===== src/rtl/pt_walker.sv =====
module pt_walker (
  input  logic        clk,
  input  logic        rst_n,
  input  logic [19:0] base_frame,
  input  logic        req_valid,
  input  logic [31:0] req_vaddr,
  input  logic        req_write,
  output logic        req_ready,
  output logic        mem_req,
  output logic        mem_we,
  output logic [31:0] mem_addr,
  output logic [31:0] mem_wdata,
  input  logic [31:0] mem_rdata,
  input  logic        mem_ack,
  output logic        rsp_valid,
  output logic [31:0] rsp_paddr,
  output logic        rsp_fault,
  output logic        rsp_kind
);
  localparam int BIT_PRESENT = 0;
  localparam int BIT_WRITE   = 1;
  localparam int BIT_REF     = 5;
  localparam int BIT_DIRTY   = 6;

  typedef enum logic [2:0] {S_IDLE, S_DIR, S_LEAF, S_WB, S_RSP} state_t;

  state_t      state;
  logic [31:0] va;
  logic        wr;
  logic [19:0] tbl;
  logic [31:0] pte;
  logic        fault, kind;
  logic [31:0] upd;

  assign upd = mem_rdata | (32'd1 << BIT_REF) | (wr ? (32'd1 << BIT_DIRTY) : 32'd0);

  assign req_ready = (state == S_IDLE);
  assign mem_req   = (state == S_DIR) || (state == S_LEAF) || (state == S_WB);
  assign mem_we    = (state == S_WB);
  assign mem_addr  = (state == S_DIR) ? {base_frame, va[31:22], 2'b00}
                                      : {tbl, va[21:12], 2'b00};
  assign mem_wdata = pte;
  assign rsp_valid = (state == S_RSP);
  assign rsp_fault = fault;
  assign rsp_kind  = kind;
  assign rsp_paddr = fault ? 32'd0 : {pte[31:12], va[11:0]};

  always_ff @(posedge clk or negedge rst_n) begin
    if (!rst_n) begin
      state <= S_IDLE;
      va    <= '0;
      wr    <= 1'b0;
      tbl   <= '0;
      pte   <= '0;
      fault <= 1'b0;
      kind  <= 1'b0;
    end else begin
      case (state)
        S_IDLE: if (req_valid) begin
          va    <= req_vaddr;
          wr    <= req_write;
          fault <= 1'b0;
          kind  <= 1'b0;
          state <= S_DIR;
        end
        S_DIR: if (mem_ack) begin
          if (!mem_rdata[BIT_PRESENT]) begin
            fault <= 1'b1;
            kind  <= 1'b0;
            state <= S_RSP;
          end else begin
            tbl   <= mem_rdata[31:12];
            state <= S_LEAF;
          end
        end
        S_LEAF: if (mem_ack) begin
          if (!mem_rdata[BIT_PRESENT]) begin
            fault <= 1'b1;
            kind  <= 1'b0;
            state <= S_RSP;
          end else if (wr && !mem_rdata[BIT_WRITE]) begin
            fault <= 1'b1;
            kind  <= 1'b1;
            state <= S_RSP;
          end else begin
            pte   <= upd;
            state <= (upd != mem_rdata) ? S_WB : S_RSP;
          end
        end
        S_WB:  if (mem_ack) state <= S_RSP;
        S_RSP: state <= S_IDLE;
        default: state <= S_IDLE;
      endcase
    end
  end
endmodule


===== config.mk =====
export PLATFORM = sky130hd
export DESIGN_NAME = pt_walker
export DESIGN_NICKNAME = d
export VERILOG_FILES = /design/src/rtl/pt_walker.sv
export SDC_FILE = /design/constraint.sdc
export NUM_CORES = 1
export LEC_CHECK = 0
export BUFFER_PORTS_ARGS = -buffer_cell sky130_fd_sc_hd__buf_2
export CAP_MARGIN = 15
export CORE_AREA = 4 4 123 125
export CTS_CLUSTER_DIAMETER = 200
export DETAILED_ROUTE_END_ITERATION = 8
export DIE_AREA = 0 0 127 129
export GPL_TIMING_DRIVEN = 0
export PLACE_DENSITY_LB_ADDON = 0.2
export SKIP_LAST_GASP = 1
export SYNTH_ARGS = -nofsm -noshare
export SYNTH_HDL_FRONTEND = slang
export SYNTH_SLANG_ARGS = --single-unit

===== constraint.sdc =====
create_clock -name clk -period 2.2 [get_ports clk]
set_input_delay 0.33 -clock clk [delete_from_list [all_inputs] [get_ports clk]]
set_output_delay 0.33 -clock clk [all_outputs]
set_load 0.03 [all_outputs]

Yosys cells after proc, flatten, opt, wreduce, memory -nomap -nowiden:

Index checks and enable logic that the tools add are counted.
W data, S select, Z words.

* add/sub/neg operators: 0
* multipliers: 0
* divide/modulo/power cells: 0
* $lt $le $gt $ge: 0
* equality and inequality tests: 11
* shifts and indexed selects: 0
* multiplexer cells: 24
* bitwise gates (word level): 2
* reduce and logical (&&, ||, !) cells: 11

Operators with widths (count)
* $mux W32: 2
* $ne A32 B32 Y1: 1
* $or A32 B7 Y32: 1
* $mux W3: 8
* $pmux W3 S4: 1
* $mux W1: 10
* $ne A2 B2 Y1 const B: 4
* $reduce_and A4 Y1: 2
* $mux W7: 1
* $eq A3 B2 Y1 const B: 2
* $pmux W1 S3: 2
* $reduce_and A6 Y1: 1
* $eq A3 B1 Y1 const B: 1
* $eq A3 B3 Y1 const B: 1
* $logic_not A3 Y1: 1
* $ne A3 B2 Y1 const B: 1
* $reduce_and A3 Y1: 1
* $reduce_bool A3 Y1: 1
* $logic_or A1 B1 Y1: 2
* $ne A2 B1 Y1 const B: 1
* $reduce_and A2 Y1: 1
* $logic_and A1 B1 Y1: 1
* $logic_not A1 Y1: 1
* $not A1 Y1: 1

* register bits after elaboration: 90
* latch bits: 0
* bits in writable memories: 0
* memory bits (read-only): 0
* input bits: 89
* memories kept: 0

Longest topological paths before layout:

Gate-level depths: netlist of run 1.

* depth after elaboration: 8
* depth in mapped cells: 6
* depth with buffers taken out: 4

Least setup slack after synthesis of run 1:

Ideal clock, no wire load.

* path kind: register -> register
* from: register state[2]
* to: register va[10]
* arrival time: 2.060 ns
* data required time: 2.075 ns
* path slack: 0.015 ns
* cell stages (with the launch flop): 7
* path buffers: 3
* cells stage by stage: dfrtp_1 > buf_4 > nor3_1 > and2_1 > buf_2 > buf_4 > mux2_2

* cells in the longest elaborated chain, start to end: 2

Ends and longest elaborated chain
* start, declared: RTL line 27 `state_t state;`
* start signal, assigned: RTL line 87 `state <= (upd != mem_rdata) ? S_WB : S_RSP;`
* $logic_not A3 Y1
* named net req_ready: RTL line 8 `output logic req_ready,`
* $reduce_and A2 Y1 (no source line)
* end signal, assigned: RTL line 60 `va <= req_vaddr;`
* end, declared: RTL line 28 `logic [31:0] va;`

The timed path passes the listed nets, and every way through them passes these cells.
A chain may end at the register's enable or synchronous reset.

Worst setup path after layout of run 1:

* from: register state[2]
* to: output port mem_addr[26]

* cells in the longest elaborated chain, start to end: 2

Ends and longest elaborated chain
* $eq A3 B1 Y1: RTL line 40 `assign mem_addr = (state == S_DIR) ? {base_frame, va[31:22], 2'b00}`
* $mux W32: RTL line 40
* end, declared: RTL line 11 `output logic [31:0] mem_addr,`

No other way between the ends.

==> run summary, run 1 <==
Die area - 16400 µm²
Die span in x - 127 µm
Worst-path cell chain - buf_4 > nor2_4 > buf_12 > buf_12 > mux2_2 > buf_6
WL met1 - 4670 µm
Synth Warn # - 0
Worst Path Arrival - 1.75 ns
Count of cell types in the netlist - 29
R2R Setup Slk - 0.23 ns
Sequential area share after synthesis - 0.545
Fmax achieved - 480 MHz
Initial core utilization - 0.298
Inserted Clock Buffers - 9
EDFF count, synth - 0
Per-cell routed wire length - 16.3 µm
Vias per cell - 4.44
CTS H-Tree Depth - 3
Root Buffer - clkbuf_16
Worst hold path class - in2reg
Gate count of the mapped netlist - 299
Max Root-Sink Buffers - 2
Final hold vios - 0
Period utilization - 0.947
Setup crit start kind - flip-flop
Async set-reset flop share out of synthesis - 1.00
Area of the core - 13900 µm²
Clock sink total - 90
Final wirelength - 11300 µm
Most common cell after layout, fill and taps aside - buf_2
Min Clock Period, post-route - 2.08 ns
Inst Count DP - 669
Filler Cell Count - 1330
Max-slew violations - 0
Largest net degree at the start of global routing - 70
Synthesized flop and latch total - 90
# IOs - 191
Max_cap viols - 0
Max VDD drop - 860 µV
Dpl cell area - 5330 µm²
Crit Path Max Fanout - 9
Detailed Place HPWL - 8280 µm
First-pass GRT wire length - 17900 µm
Row cnt - 43
First-pass detailed-route iteration total - 4
Max-slew headroom - 0.594
Area grow syn2layout - 47.4%
Layout Nets - 599
Number of global-route vias before repair - 3375
First DRT Iteration DRCs - 68
Post-route ant nets - 0
Overflow after GRT - 0
Clock skew - 0.0103 ns
GP Congestion - 0.759
Most used cell, CP - buf_12
Routed vias - 3080
Power per cell area - 1930 nW/µm²
# DRC - 0
Clock Latency Late Sink - 0.34 ns
RSZ-0062 raised after global routing - false
Final setup vio count - 0
Seq. cell area - 2250 µm²
PortBufs - 188
CTS tree - done
Uppermost layer routed - met4
Least-Margin Pin Slew - 0.608 ns
Die height - 129 µm
Final hold slack - 0.220 ns
Commonest non-fill, non-tap cells in the layout - 160 x buf_2, 90 x dfrtp_1, 88 x mux2_2
CP required - 1.87 ns
Leak - 0.00301 µW
Worst Setup End Kind - output pin
Mapped Avg Cell Area - 13.8 µm²
CP peak stage delay - 0.36 ns
Finished layout cell area - 6090 µm²
Clk pin slew, worst setup/hold paths - 0.06 ns
Met2 wire length - 5670 µm
Initial antenna violation count - 0
Met3 wire len - 778 µm
Share of layout cells above drive strength 1 - 0.679
Final total power - 11800 µW
Tot GR Track Use - 0.141
Kind of critical path - reg2out
Slowest cell on crit path - dfrtp_1
ANT cells - 0
Area of the multi-input gates - 1840 µm²
Layout Cells excl Fill - 694
Commonest register cell after synthesis - dfrtp_1
Status - finished, final reports clean
Post-synthesis cell area - 4130 µm²
state kept, by name, indices dropped and copies added, names as in the netlist:
name / count
tbl: 20
mem_wdata: 32
state: 3
rsp_kind: 1
va: 32
rsp_fault: 1
wr: 1
synthesized netlist by cell type (2+ instances only):
| master | instances | area, µm² |
|---|---|---|
| nand2_1 | 2 | 7.51 |
| mux2_2 | 113 | 1270 |
| inv_1 | 4 | 15.0 |
| buf_4 | 8 | 60.1 |
| clkbuf_1 | 3 | 11.3 |
| nor2_1 | 7 | 26.3 |
| nand2b_1 | 2 | 12.5 |
| a211oi_1 | 3 | 22.5 |
| a21oi_1 | 4 | 20.0 |
| nor2b_1 | 33 | 206 |
| buf_6 | 3 | 33.8 |
| o21ai_0 | 3 | 15.0 |
| dfrtp_1 | 90 | 2250 |
| nor3_1 | 3 | 15.0 |
| buf_2 | 6 | 30.0 |
| or2_2 | 2 | 12.5 |
power breakdown:
group	total [µW]	internal, µW	switching [µW]
clock	1500	902	600
sequential	2980	2500	485
combinational	7300	3440	3860
worst max-delay path, delay by kind of cell (launching register included):
family | cells | cell delay, ns
flops | 1 | 0.36
simple gates | 1 | 0.15
buf+inv | 4 | 0.58
mux | 1 | 0.33
logic make-up after synthesis:
kind of cell | Yosys count | synth area share
other | 1 | 0.000908
AO/OA/AOI/OAI | 15 | 0.0242
multiplexers | 113 | 0.308
buffers and inverters | 24 | 0.0363
flip-flops | 90 | 0.545
AND/OR/NAND/NOR | 56 | 0.0854
layer usage:
layer | vias up | global-route usage
met2 | 107 | 0.239
met3 | 12 | 0.0390
met5 | - | 0
li1 | 1462 | -
met1 | 1499 | 0.171
met4 | 0 | 0.0530
final cells by class:
type                    instances  share of cell area
clock inverters                 3             0.00657
well taps                     180              0.0370
plain buffers                  18              0.0242
flip-flops and latches         90               0.370
clock buffers                  12              0.0405
multi-input cells             186               0.302
repair buffers                201               0.218
inverters                       4             0.00247
path summary, 6_finish.rpt:
kind                               start       endpoint  cells after the start
max in group asynchronous          rst_n          va[5]                      3
min                        req_vaddr[22]         va[22]                      2
max                             state[2]   mem_addr[26]                      6
min in group asynchronous          rst_n         va[14]                      2
min reg2reg                 mem_wdata[5]   mem_wdata[5]                      1
max reg2reg                     state[2]  mem_wdata[20]                      5
repair_timing:
item                                    CTS  global route
resized for setup                        89            17
pin swaps                                 1             1
endpoints found under the setup margin   30            30
cloned                                    2             1
buffers inserted                          8             1
hold buffers                              1             0
endpoints found under the hold margin    21             0
metrics by stage:
stage                     utilization  worst slack (ns)  setup TNS [ns]
after floorplan                     -            0.0154               0
after global placement          0.382            -0.103           -5.41
after detailed placement        0.384            -0.102           -2.18
after CTS                       0.436           -0.0721           -1.05
after global routing            0.439            0.0214               0
final                           0.439             0.118               0
Power figures use the tool's default switching activity.
==> inputs of run 2 (changes only) <==
CTS_BUF_LIST = sky130_fd_sc_hd__clkbuf_2 sky130_fd_sc_hd__clkbuf_4 sky130_fd_sc_hd__clkbuf_8   (was default)
RECOVER_POWER = 100   (was default)
==> run 2 against run 1 <==
Net effect: clock skew up 0.0030 ns; maximum frequency down 1.5%; highest routed layer unchanged; critical endpoint is now mem_addr[28]; cell area down 2.5%; global-route usage about the same; core utilization down 1.1 points.
==> run summary, run 2 (synthesized netlist as in run 1, its figures left out) <==
Logic pwr share - 0.636 (+0.016)
Tot GR Track Use - 0.141 (+0.000264)
Post-route ant nets - 0 (unchanged)
Per-cell routed wire length - 16.4 µm (+0.46%)
Internal power - 6380 µW (-6.6%)
Die area - 16400 µm² (unchanged)
Final setup vio count - 0 (unchanged)
Area grow syn2layout - 43.7%
Layout Cells excl Fill - 694 (unchanged)
Power per cell area - 1900 nW/µm² (-1.6%)
RSZ-0062 raised after global routing - true
Crit Path Max Fanout - 6 (-3)
Area of the core - 13900 µm² (unchanged)
Initial antenna violation count - 0 (unchanged)
Pre-CTS setup slack - -0.102 ns (unchanged)
Seq pwr share - 0.264 (+0.011)
Final hold vios - 0 (unchanged)
Die height - 129 µm (unchanged)
Final hold slack - 0.195 ns (-0.0257 ns)
First-pass detailed-route iteration total - 3 (-1)
Root Buffer - clkbuf_8
Reg-to-reg startpoint - state[1]
Slowest cell on crit path - dfrtp_1
First DRT Iteration DRCs - 70 (+2.9%)
Max-slew violations - 0 (unchanged)
Max-slew headroom - 0.0869 (-0.508)
Status - finished, final reports clean
CP peak stage delay - 0.40 ns (+0.04 ns)
GP Congestion - 0.759 (unchanged)
CTS H-Tree Depth - 3 (unchanged)
Worst hold path class - in2reg
Clock Latency Late Sink - 0.36 ns (+0.02 ns)
Critical path launch point - state[1]
Routed vias - 3068 (-0.39%)
Initial core utilization - 0.298 (unchanged)
Final wirelength - 11400 µm (+0.46%)
Most common cell after layout, fill and taps aside - dfrtp_1
P_sw - 4920 µW (-0.48%)
Final setup margin - 0.0867 ns (-0.0309 ns)
Kind of critical path - reg2out
First-pass GRT wire length - 17900 µm (about the same)
Row cnt - 43 (unchanged)
Inst Count DP - 669 (unchanged)
ANT cells - 0 (unchanged)
CTS tree - done
Clock sink total - 90 (unchanged)
Worst reg-to-reg path cell count - 6 (+1)
Clk pin slew, worst setup/hold paths - 0.09 ns (+0.03 ns)
Detailed Place HPWL - 8280 µm (unchanged)
Max_cap viols - 0 (unchanged)
Commonest non-fill, non-tap cells in the layout - 90 x dfrtp_1, 89 x buf_2, 82 x mux2_2
PortBufs - 188 (unchanged)
Max VDD drop - 776 µV (-9.7%)
Inserted Clock Buffers - 9 (unchanged)
Hold depth - 2 (unchanged)
Setup crit start kind - flip-flop
Overflow after GRT - 0 (unchanged)
Max Root-Sink Buffers - 2 (unchanged)
# IOs - 191 (unchanged)
Leak - 0.00279 µW (-7.1%)
CP required - 1.87 ns (about the same)
Vias per cell - 4.42 (-0.39%)
Switch share - 0.435 (+0.0156)
Share of layout cells above drive strength 1 - 0.586 (-0.0934)
Clock skew - 0.0133 ns (+0.00296 ns)
Die span in x - 127 µm (unchanged)
Least-Margin Pin Slew - 1.37 ns (+0.761 ns)
Worst Setup End Kind - output pin
Period utilization - 0.961 (+0.0140)
Fmax achieved - 473 MHz (-1.5%)
Clock power frac - 0.100 (-0.028)
Worst-path cell chain - nand2b_4 > nor2_4 > buf_12 > clkbuf_16 > mux2_4 > buf_6
Hold wc startpoint - req_vaddr[22]
Largest net degree at the start of global routing - 70 (unchanged)
Min Clock Period, post-route - 2.11 ns (+0.0309 ns)
Worst Path Arrival - 1.78 ns (+0.03 ns)
Number of global-route vias before repair - 3370 (-0.15%)
Layout Nets - 599 (unchanged)
# DRC - 0 (unchanged)
-- run 2: critical path: cells and delay by family (launching register included) --
kind	cells	cell delay [ns]
buf+inv	3	0.44
mux	1	0.30
simple gates	2	0.28
flops	1	0.40
-- run 2: metal layers --
metal  wire, µm  vias to the layer above  track usage
met3        795                       12       0.0390
li1           -                     1456            -
met1       4670                     1493        0.170
met4        206                        0       0.0549
met2       5700                      107        0.240
met5          0                        -            0
-- run 2: layout make-up --
class / instances / area (µm²)
inverter: 4 / 15.0
buffer: 18 / 141
clock buffer: 12 / 153
timing repair buffer: 201 / 1250
clock inverter: 3 / 40.0
multi-input combinational: 186 / 1860
tap: 180 / 225
fill: 1368 / 7940
sequential: 90 / 2250
-- run 2: final timing paths --
path,end,slack [ns]
worst max-delay path,mem_addr[28],0.09
min in group asynchronous,va[14],0.81
worst min-delay path,va[22],0.19
worst max register to register,va[23],0.20
worst min register to register,mem_wdata[5],0.48
max in group asynchronous,va[5],0.43
-- run 2: power by group through the flow --
stage	clock, µW	sequential [µW]	combinational [µW]
4_1_cts	1200	3000	7290
5_1_grt	1260	3130	7610
6_report	1130	2980	7190
2_1_floorplan	0	3470	3760
3_3_place_gp	0	2970	5840
3_5_place_dp	0	3010	5900
-- run 2: repair_timing --
action,4_1_cts,5_1_grt
endpoints found under the setup margin,30,34
pin swaps,1,1
gates cloned,2,1
setup buffers,8,1
hold endpoints to repair,21,0
gates resized for setup,90,23
hold buffers,1,0
-- run 2: through the flow --
step	power [µW]	TNS [ns]	utilization	cell area (µm²)
global route	12000	-0.00164	0.428	5940
floorplan	7230	0	-	4140
global placement	8810	-5.41	0.382	5300
detailed placement	8920	-2.18	0.384	5330
finish	11300	0	0.428	5940
CTS	11500	-2.24	0.430	5970
